**config.mk**
```make
export PLATFORM = sky130hd
export DESIGN_NAME = regbank_pwin
export DESIGN_NICKNAME = d
export VERILOG_FILES = /design/src/rtl/regbank_pwin_pkg.sv /design/src/rtl/rb_core_store.sv /design/src/rtl/rb_write_steer.sv /design/src/rtl/rb_read_sel.sv /design/src/rtl/regbank_pwin.sv
export SDC_FILE = /design/constraint.sdc
export NUM_CORES = 1
export LEC_CHECK = 0
export BUFFER_PORTS_ARGS = -buffer_cell sky130_fd_sc_hd__buf_2
export CAP_MARGIN = 20
export CORE_MARGIN = 1.5
export CORE_UTILIZATION = 60
export CTS_CLUSTER_SIZE = 10
export DETAILED_ROUTE_END_ITERATION = 8
export GPL_TIMING_DRIVEN = 0
export PLACE_DENSITY = 0.94
export SLEW_MARGIN = 10
export SYNTH_ARGS = -nofsm -noshare
export SYNTH_HDL_FRONTEND = slang
export SYNTH_SLANG_ARGS = --single-unit
export TNS_END_PERCENT = 30
```
**constraint.sdc**
```tcl
create_clock -name clk -period 3.2 [get_ports clk]
set_input_delay 0.8 -clock clk [delete_from_list [all_inputs] [get_ports clk]]
set_output_delay 0.8 -clock clk [all_outputs]
set_load 0.02 [all_outputs]
```
**src/rtl/regbank_pwin_pkg.sv**
```systemverilog
package regbank_pwin_pkg;
  localparam int RB_DATA_W = 8;
  localparam int RB_ADDR_W = 4;

  // A window address has its top bit set; the lower half is internal storage.
  function automatic logic hits_window(input logic [RB_ADDR_W-1:0] a);
    return a[RB_ADDR_W-1];
  endfunction

  function automatic logic [RB_ADDR_W-2:0] local_index(input logic [RB_ADDR_W-1:0] a);
    return a[RB_ADDR_W-2:0];
  endfunction
endpackage

```
**src/rtl/rb_core_store.sv**
```systemverilog
module rb_core_store #(
  parameter int DATA_W  = 8,
  parameter int LOCAL_N = 8,
  localparam int IDX_W  = $clog2(LOCAL_N)
) (
  input  logic              clk,
  input  logic              rst_n,
  input  logic              we,
  input  logic [IDX_W-1:0]  waddr,
  input  logic [DATA_W-1:0] wdata,
  input  logic [IDX_W-1:0]  raddr_a,
  input  logic [IDX_W-1:0]  raddr_b,
  output logic [DATA_W-1:0] q_a,
  output logic [DATA_W-1:0] q_b
);
  logic [LOCAL_N-1:0][DATA_W-1:0] mem;

  always_ff @(posedge clk or negedge rst_n) begin
    if (!rst_n) mem <= '0;
    else if (we) mem[waddr] <= wdata;
  end

  // No bypass: reads see the contents before this cycle's write.
  assign q_a = mem[raddr_a];
  assign q_b = mem[raddr_b];

  assert_reset_clear_R1: assert property (@(posedge clk) disable iff (!rst_n)
    $rose(rst_n) |-> (mem == '0));

  assert_write_lands_R2: assert property (@(posedge clk) disable iff (!rst_n)
    we |=> (mem[$past(waddr)] == $past(wdata)));

  assert_hold_idle_R9: assert property (@(posedge clk) disable iff (!rst_n)
    !we |=> $stable(mem));
endmodule

```
**src/rtl/rb_write_steer.sv**
```systemverilog
module rb_write_steer
  import regbank_pwin_pkg::*;
#(
  parameter int DATA_W = RB_DATA_W,
  parameter int ADDR_W = RB_ADDR_W,
  localparam int IDX_W = ADDR_W - 1
) (
  input  logic              wr_en,
  input  logic [ADDR_W-1:0] wr_addr,
  input  logic [DATA_W-1:0] wr_data,
  output logic              local_we,
  output logic [IDX_W-1:0]  local_idx,
  output logic              per_stb,
  output logic [ADDR_W-1:0] per_addr,
  output logic [DATA_W-1:0] per_data
);
  logic to_window;

  assign to_window = wr_addr[ADDR_W-1];
  assign local_we  = wr_en && !to_window;
  assign local_idx = wr_addr[IDX_W-1:0];
  assign per_stb   = wr_en && to_window;
  assign per_addr  = wr_addr;
  assign per_data  = wr_data;
endmodule

```
**src/rtl/rb_read_sel.sv**
```systemverilog
module rb_read_sel
  import regbank_pwin_pkg::*;
#(
  parameter int DATA_W = RB_DATA_W,
  parameter int ADDR_W = RB_ADDR_W
) (
  input  logic [ADDR_W-1:0] addr,
  input  logic [DATA_W-1:0] local_q,
  input  logic [DATA_W-1:0] per_q,
  output logic [DATA_W-1:0] q
);
  always_comb begin
    if (addr[ADDR_W-1]) q = per_q;
    else                q = local_q;
  end
endmodule

```
**src/rtl/regbank_pwin.sv**
```systemverilog
module regbank_pwin
  import regbank_pwin_pkg::*;
#(
  parameter int DATA_W = RB_DATA_W,
  parameter int ADDR_W = RB_ADDR_W,
  localparam int LOCAL_N = 2 ** (ADDR_W - 1),
  localparam int IDX_W   = ADDR_W - 1
) (
  input  logic              clk,
  input  logic              rst_n,
  input  logic [ADDR_W-1:0] rd_a_addr,
  output logic [DATA_W-1:0] rd_a_data,
  input  logic [ADDR_W-1:0] rd_b_addr,
  output logic [DATA_W-1:0] rd_b_data,
  input  logic              wr_en,
  input  logic [ADDR_W-1:0] wr_addr,
  input  logic [DATA_W-1:0] wr_data,
  output logic [ADDR_W-1:0] per_rd_a_addr,
  input  logic [DATA_W-1:0] per_rd_a_data,
  output logic [ADDR_W-1:0] per_rd_b_addr,
  input  logic [DATA_W-1:0] per_rd_b_data,
  output logic [ADDR_W-1:0] per_wr_addr,
  output logic [DATA_W-1:0] per_wr_data,
  output logic              per_wr_stb
);
  logic              local_we;
  logic [IDX_W-1:0]  local_idx;
  logic [DATA_W-1:0] store_q [2];
  logic [ADDR_W-1:0] port_addr [2];
  logic [DATA_W-1:0] port_per [2];
  logic [DATA_W-1:0] port_q [2];

  assign port_addr[0] = rd_a_addr;
  assign port_addr[1] = rd_b_addr;
  assign port_per[0]  = per_rd_a_data;
  assign port_per[1]  = per_rd_b_data;
  assign rd_a_data    = port_q[0];
  assign rd_b_data    = port_q[1];

  // Read addresses go out unchanged; peripherals decode them.
  assign per_rd_a_addr = rd_a_addr;
  assign per_rd_b_addr = rd_b_addr;

  rb_write_steer #(.DATA_W(DATA_W), .ADDR_W(ADDR_W)) u_steer (
    .wr_en    (wr_en),
    .wr_addr  (wr_addr),
    .wr_data  (wr_data),
    .local_we (local_we),
    .local_idx(local_idx),
    .per_stb  (per_wr_stb),
    .per_addr (per_wr_addr),
    .per_data (per_wr_data)
  );

  rb_core_store #(.DATA_W(DATA_W), .LOCAL_N(LOCAL_N)) u_store (
    .clk    (clk),
    .rst_n  (rst_n),
    .we     (local_we),
    .waddr  (local_idx),
    .wdata  (wr_data),
    .raddr_a(rd_a_addr[IDX_W-1:0]),
    .raddr_b(rd_b_addr[IDX_W-1:0]),
    .q_a    (store_q[0]),
    .q_b    (store_q[1])
  );

  for (genvar p = 0; p < 2; p++) begin : g_port
    rb_read_sel #(.DATA_W(DATA_W), .ADDR_W(ADDR_W)) u_sel (
      .addr   (port_addr[p]),
      .local_q(store_q[p]),
      .per_q  (port_per[p]),
      .q      (port_q[p])
    );
  end

  assert_one_target_R4: assert property (@(posedge clk) disable iff (!rst_n)
    !(local_we && per_wr_stb));

  assert_no_low_strobe_R3: assert property (@(posedge clk) disable iff (!rst_n)
    per_wr_stb |-> wr_addr[ADDR_W-1]);

  assert_window_read_a_R5: assert property (@(posedge clk) disable iff (!rst_n)
    rd_a_addr[ADDR_W-1] |-> (rd_a_data == per_rd_a_data));

  assert_window_read_b_R6: assert property (@(posedge clk) disable iff (!rst_n)
    rd_b_addr[ADDR_W-1] |-> (rd_b_data == per_rd_b_data));
endmodule

```
After elaboration in Yosys (flattened, before gate mapping)
Cells that the tools add are included.
{"block": "op_classes", "n_lt_le_gt_ge": 4, "n_mux": 9, "n_reduce_logical": 4}
{"op": "64-bit bitwise mux", "n": 1}
{"op": "8-bit binary-select mux with 3-bit select", "n": 2}
{"op": "8-bit two-way mux", "n": 5}
{"op": "8-bit demux with 3-bit select", "n": 1}
{"op": "3-bit by 4-bit less-than comparator with 1-bit output (second input constant)", "n": 3}
{"op": "3-bit by 1-bit greater-or-equal comparator with 1-bit output (second input constant)", "n": 1}
{"op": "1-bit logical AND", "n": 3}
{"op": "1-bit logical NOT", "n": 1}
{"block": "word_totals", "regBits": 64, "wordCells": 25, "input_bits": 39, "output_inout_bits": 37}

Logic depth before layout (Yosys ltp)
{"block": "depth", "word_depth": 5, "depth_mapped": 5, "mapped_depth_nobuf": 3}

Cells and area by module
Synthesis repeated with hierarchy kept, for this count alone.
{"block": "hier_totals", "cells_unflattened": 244, "area_unflattened_um2": 3995.1}
{"mod": "rb_core_store", "seq_area_each_um2": 1601.5, "cells_each": 201, "area_each_um2": 3543.4, "n_inst": 1}
{"mod": "rb_read_sel", "seq_area_each_um2": 0.0, "cells_each": 9, "area_each_um2": 131.4, "n_inst": 2}
{"mod": "rb_write_steer", "seq_area_each_um2": 0.0, "cells_each": 17, "area_each_um2": 128.9, "n_inst": 1}
{"mod": "regbank_pwin", "seq_area_each_um2": 0.0, "cells_each": 8, "area_each_um2": 60.1, "n_inst": 1}

Worst setup path after synthesis
No wires, ideal clock.
{"block": "synth_timing", "path_type": "input port to output port", "from": "in rd_a_addr[0]", "to": "out rd_a_data[0]", "arrival_ns": 2.016, "path_stages": 5, "path_buffers": 2, "slack_ns": 0.384, "required_ns": 2.400, "path_cell_list": "buf_2 buf_4 mux2i_1 a22o_1 o31ai_1"}
{"block": "synth_between", "elab_chain_len": 3}
{"item": "start, declared", "line_no": "regbank_pwin.sv:11", "text": "input logic [ADDR_W-1:0] rd_a_addr,"}
{"item": "8-bit binary-select mux with 3-bit select", "line_no": "rb_core_store.sv:24", "text": "assign q_a = mem[raddr_a];"}
{"item": "8-bit two-way mux (not written as such)", "line_no": "rb_core_store.sv:24"}
{"item": "8-bit two-way mux", "line_no": "rb_read_sel.sv:13", "text": "if (addr[ADDR_W-1]) q = per_q;"}
{"item": "end, declared", "line_no": "regbank_pwin.sv:12", "text": "output logic [DATA_W-1:0] rd_a_data,"}
Every way passes these cells. The select of a mux whose other input is x is not followed.

Worst setup path after layout
{"block": "layout_timing", "from": "in rd_a_addr[0]", "to": "out rd_a_data[7]"}
Same word-level chain as after synthesis.

==> results.tsv <==
metric	value	unit
status	finished clean	
tns	0	ns
finalSetupViolCount	0	
final_nets	436	
grt_setup_unrepaired	no	
path_class	in2out	
gp_congestion	0.920	
nFillCells	426	
port_buffers	69	
yosysWarnings	0	
netlist_area	3870	sq um
grt.overflow.total	0	
slew_viol_final	0	
fin_skew	0	ns
synthesis.nets	356	
cts_resized	0	
core_area	6280	sq um
cts_root_buf	clkbuf_8	
grt_first_pass_wirelength	15300	um
use_met2	0.486	
syn_avg_cell_area	12.2	sq um
largest_reg_flops	64	
start_kind	primary input	
dp_slack	0.305	ns
reg_top3	u_store.mem x64	
drt-pass1-iter-count	4	
final_cell_mix	mux2_2 (96), buf_2 (70), dfrtp_1 (64)	
cts_tree	yes	
cts_buffers	9	
cts.sinks	64	
ant_nets	0	
critPathMaxFanout	10	
synth.distinct_cells	23	
fmax	328	MHz
end_kind	output port	
ir_worst_vdd	0.000322	V
final_hold_viol_count	0	
startpoint	rd_a_addr[0]	
worst_ep_required_time	2.40	ns
grt_pass1_vias	3023	
drcViolationCount	0	
dieWidth	83.3	um
max-slew-margin-rel	0.475	
initial_core_util	0.617	
synth_edf_count	0	
core.rowCount	29	
yosysSeqAreaShare	0.414	
die_area	6940	sq um
ys.flop_type	dfrtp_1	
cp_slowest_cell	o31ai_1	
path_cells	buf_2 -> buf_4 -> mux2i_1 -> a22o_1 -> o31ai_1 -> buf_2	
crit_arrival	2.25	ns
grtUsageMet3	0.0487	
layout-drive-gt1-share	0.539	
regMostFlops	u_store.mem	
grt_max_degree	65	
fin_ws	0.153	ns
max-cap-violations	0	
reg2reg_from	u_store.mem[38]	
antenna_found_initial	0	
crit_top_cell	buf_2	
use_met1	0.356	
ys_ff_latch	64	
holdBufCountCts	0	
clock_path_buffers	2	
via_count	2902	
layout_commonest_cell	mux2_2	
syn_to_final_growth	15.8	%
pwr_density_cell	550	nW/um^2
min_period	3.05	ns
dieHeight	83.3	um
htreeDepth	3	
cp_slowest_stage_delay	0.39	ns
tightest_slew	0.788	ns
rrSetupSlack	2.40	ns
busiest_layer	met2	
track_usage	0.286	
fin_crit_sh	0.952	
hold_path_class	in2async	
power_leakage	2.14	nW
final_util	0.714	
clk-insertion-delay-late	0.34	ns
async_reset_ff_frac	1.00	
dpl.hpwl	6830	um
io_pins	76	
viasPerCell	6.07	
post-cts-setup-buffers	0	
clk_pin_slew	0.06	ns
routedWlPerCell	19.9	um
wirelength	9510	um
stdcell_count	478	
dp.cells	463	
syn_inst	317	
diodes	0	
first_iter_violations	217	
==> critical path, delay by kind of cell <==
kind                   cells  cell delay [ns]
AO/OA/AOI/OAI              2             0.67
buffers and inverters      3             0.64
multiplexers               1             0.13
==> final cells by class <==
| class | instances | area, sq um | area share |
|---|---|---|---|
| buffer | 40 | 269 | 0.0600 |
| clock buffer | 15 | 166 | 0.0371 |
| multi-input combinational | 213 | 2000 | 0.446 |
| sequential | 64 | 1600 | 0.357 |
| tap | 77 | 96.3 | 0.0215 |
| timing repair buffer | 69 | 348 | 0.0776 |
==> layer usage <==
| layer | share of wire | wire length, um | up-vias |
|---|---|---|---|
| met2 | 0.51 | 4870 | 95 |
| met5 | 0 | 0 | - |
| met3 | 0.044 | 423 | 28 |
| li1 | - | - | 1319 |
| met1 | 0.41 | 3910 | 1460 |
| met4 | 0.032 | 307 | 0 |
==> cells by family (layout without fill, tap and decap cells) <==
logic type	count (synthesis)	count (layout)	share of synthesized area
compound gates	48	48	0.0931
buf+inv	40	124	0.0695
flops	64	64	0.414
mux	128	128	0.362
simple gates	37	37	0.0614
==> per-stage QoR <==
step           hold slack, ns  total power, W  instance area [sq um]
6_report                0.536         0.00246                   4480
5_1_grt                 0.549         0.00258                   4480
4_1_cts                 0.535         0.00245                   4480
3_5_place_dp            0.521         0.00185                   4310
3_3_place_gp            0.502         0.00180                   4310
2_1_floorplan           0.492         0.00163                   3870
==> synth_stat cells, types with 3 or more instances <==
| cell type | n | share of area |
|---|---|---|
| o22ai_1 | 16 | 0.026 |
| buf_4 | 27 | 0.052 |
| nor2_1 | 3 | 0.0029 |
| o31ai_1 | 16 | 0.031 |
| a22o_1 | 16 | 0.036 |
| nor3b_4 | 3 | 0.015 |
| nand2_1 | 19 | 0.018 |
| dfrtp_1 | 64 | 0.41 |
| nand2b_1 | 3 | 0.0049 |
| buf_1 | 8 | 0.0078 |
| mux2_2 | 96 | 0.28 |
| mux2i_1 | 32 | 0.083 |
==> final timing paths <==
path / to / cells after the start
min in group clk: u_store.mem[34] / 1
min: u_store.mem[5] / 1
min reg2reg: u_store.mem[34] / 1
max in group asynchronous: u_store.mem[47] / 1
max: rd_a_data[7] / 6
max reg2reg: u_store.mem[38] / 1
==> power breakdown <==
part / total (W) / switching, W / internal [W]
registers: 0.00114 / 0.000144 / 0.000999
logic: 0.000712 / 0.000324 / 0.000387
clock network: 0.000608 / 0.000287 / 0.000321
total: 0.00246 / 0.000755 / 0.00171
Note: power is estimated with default switching activity, not from simulation.
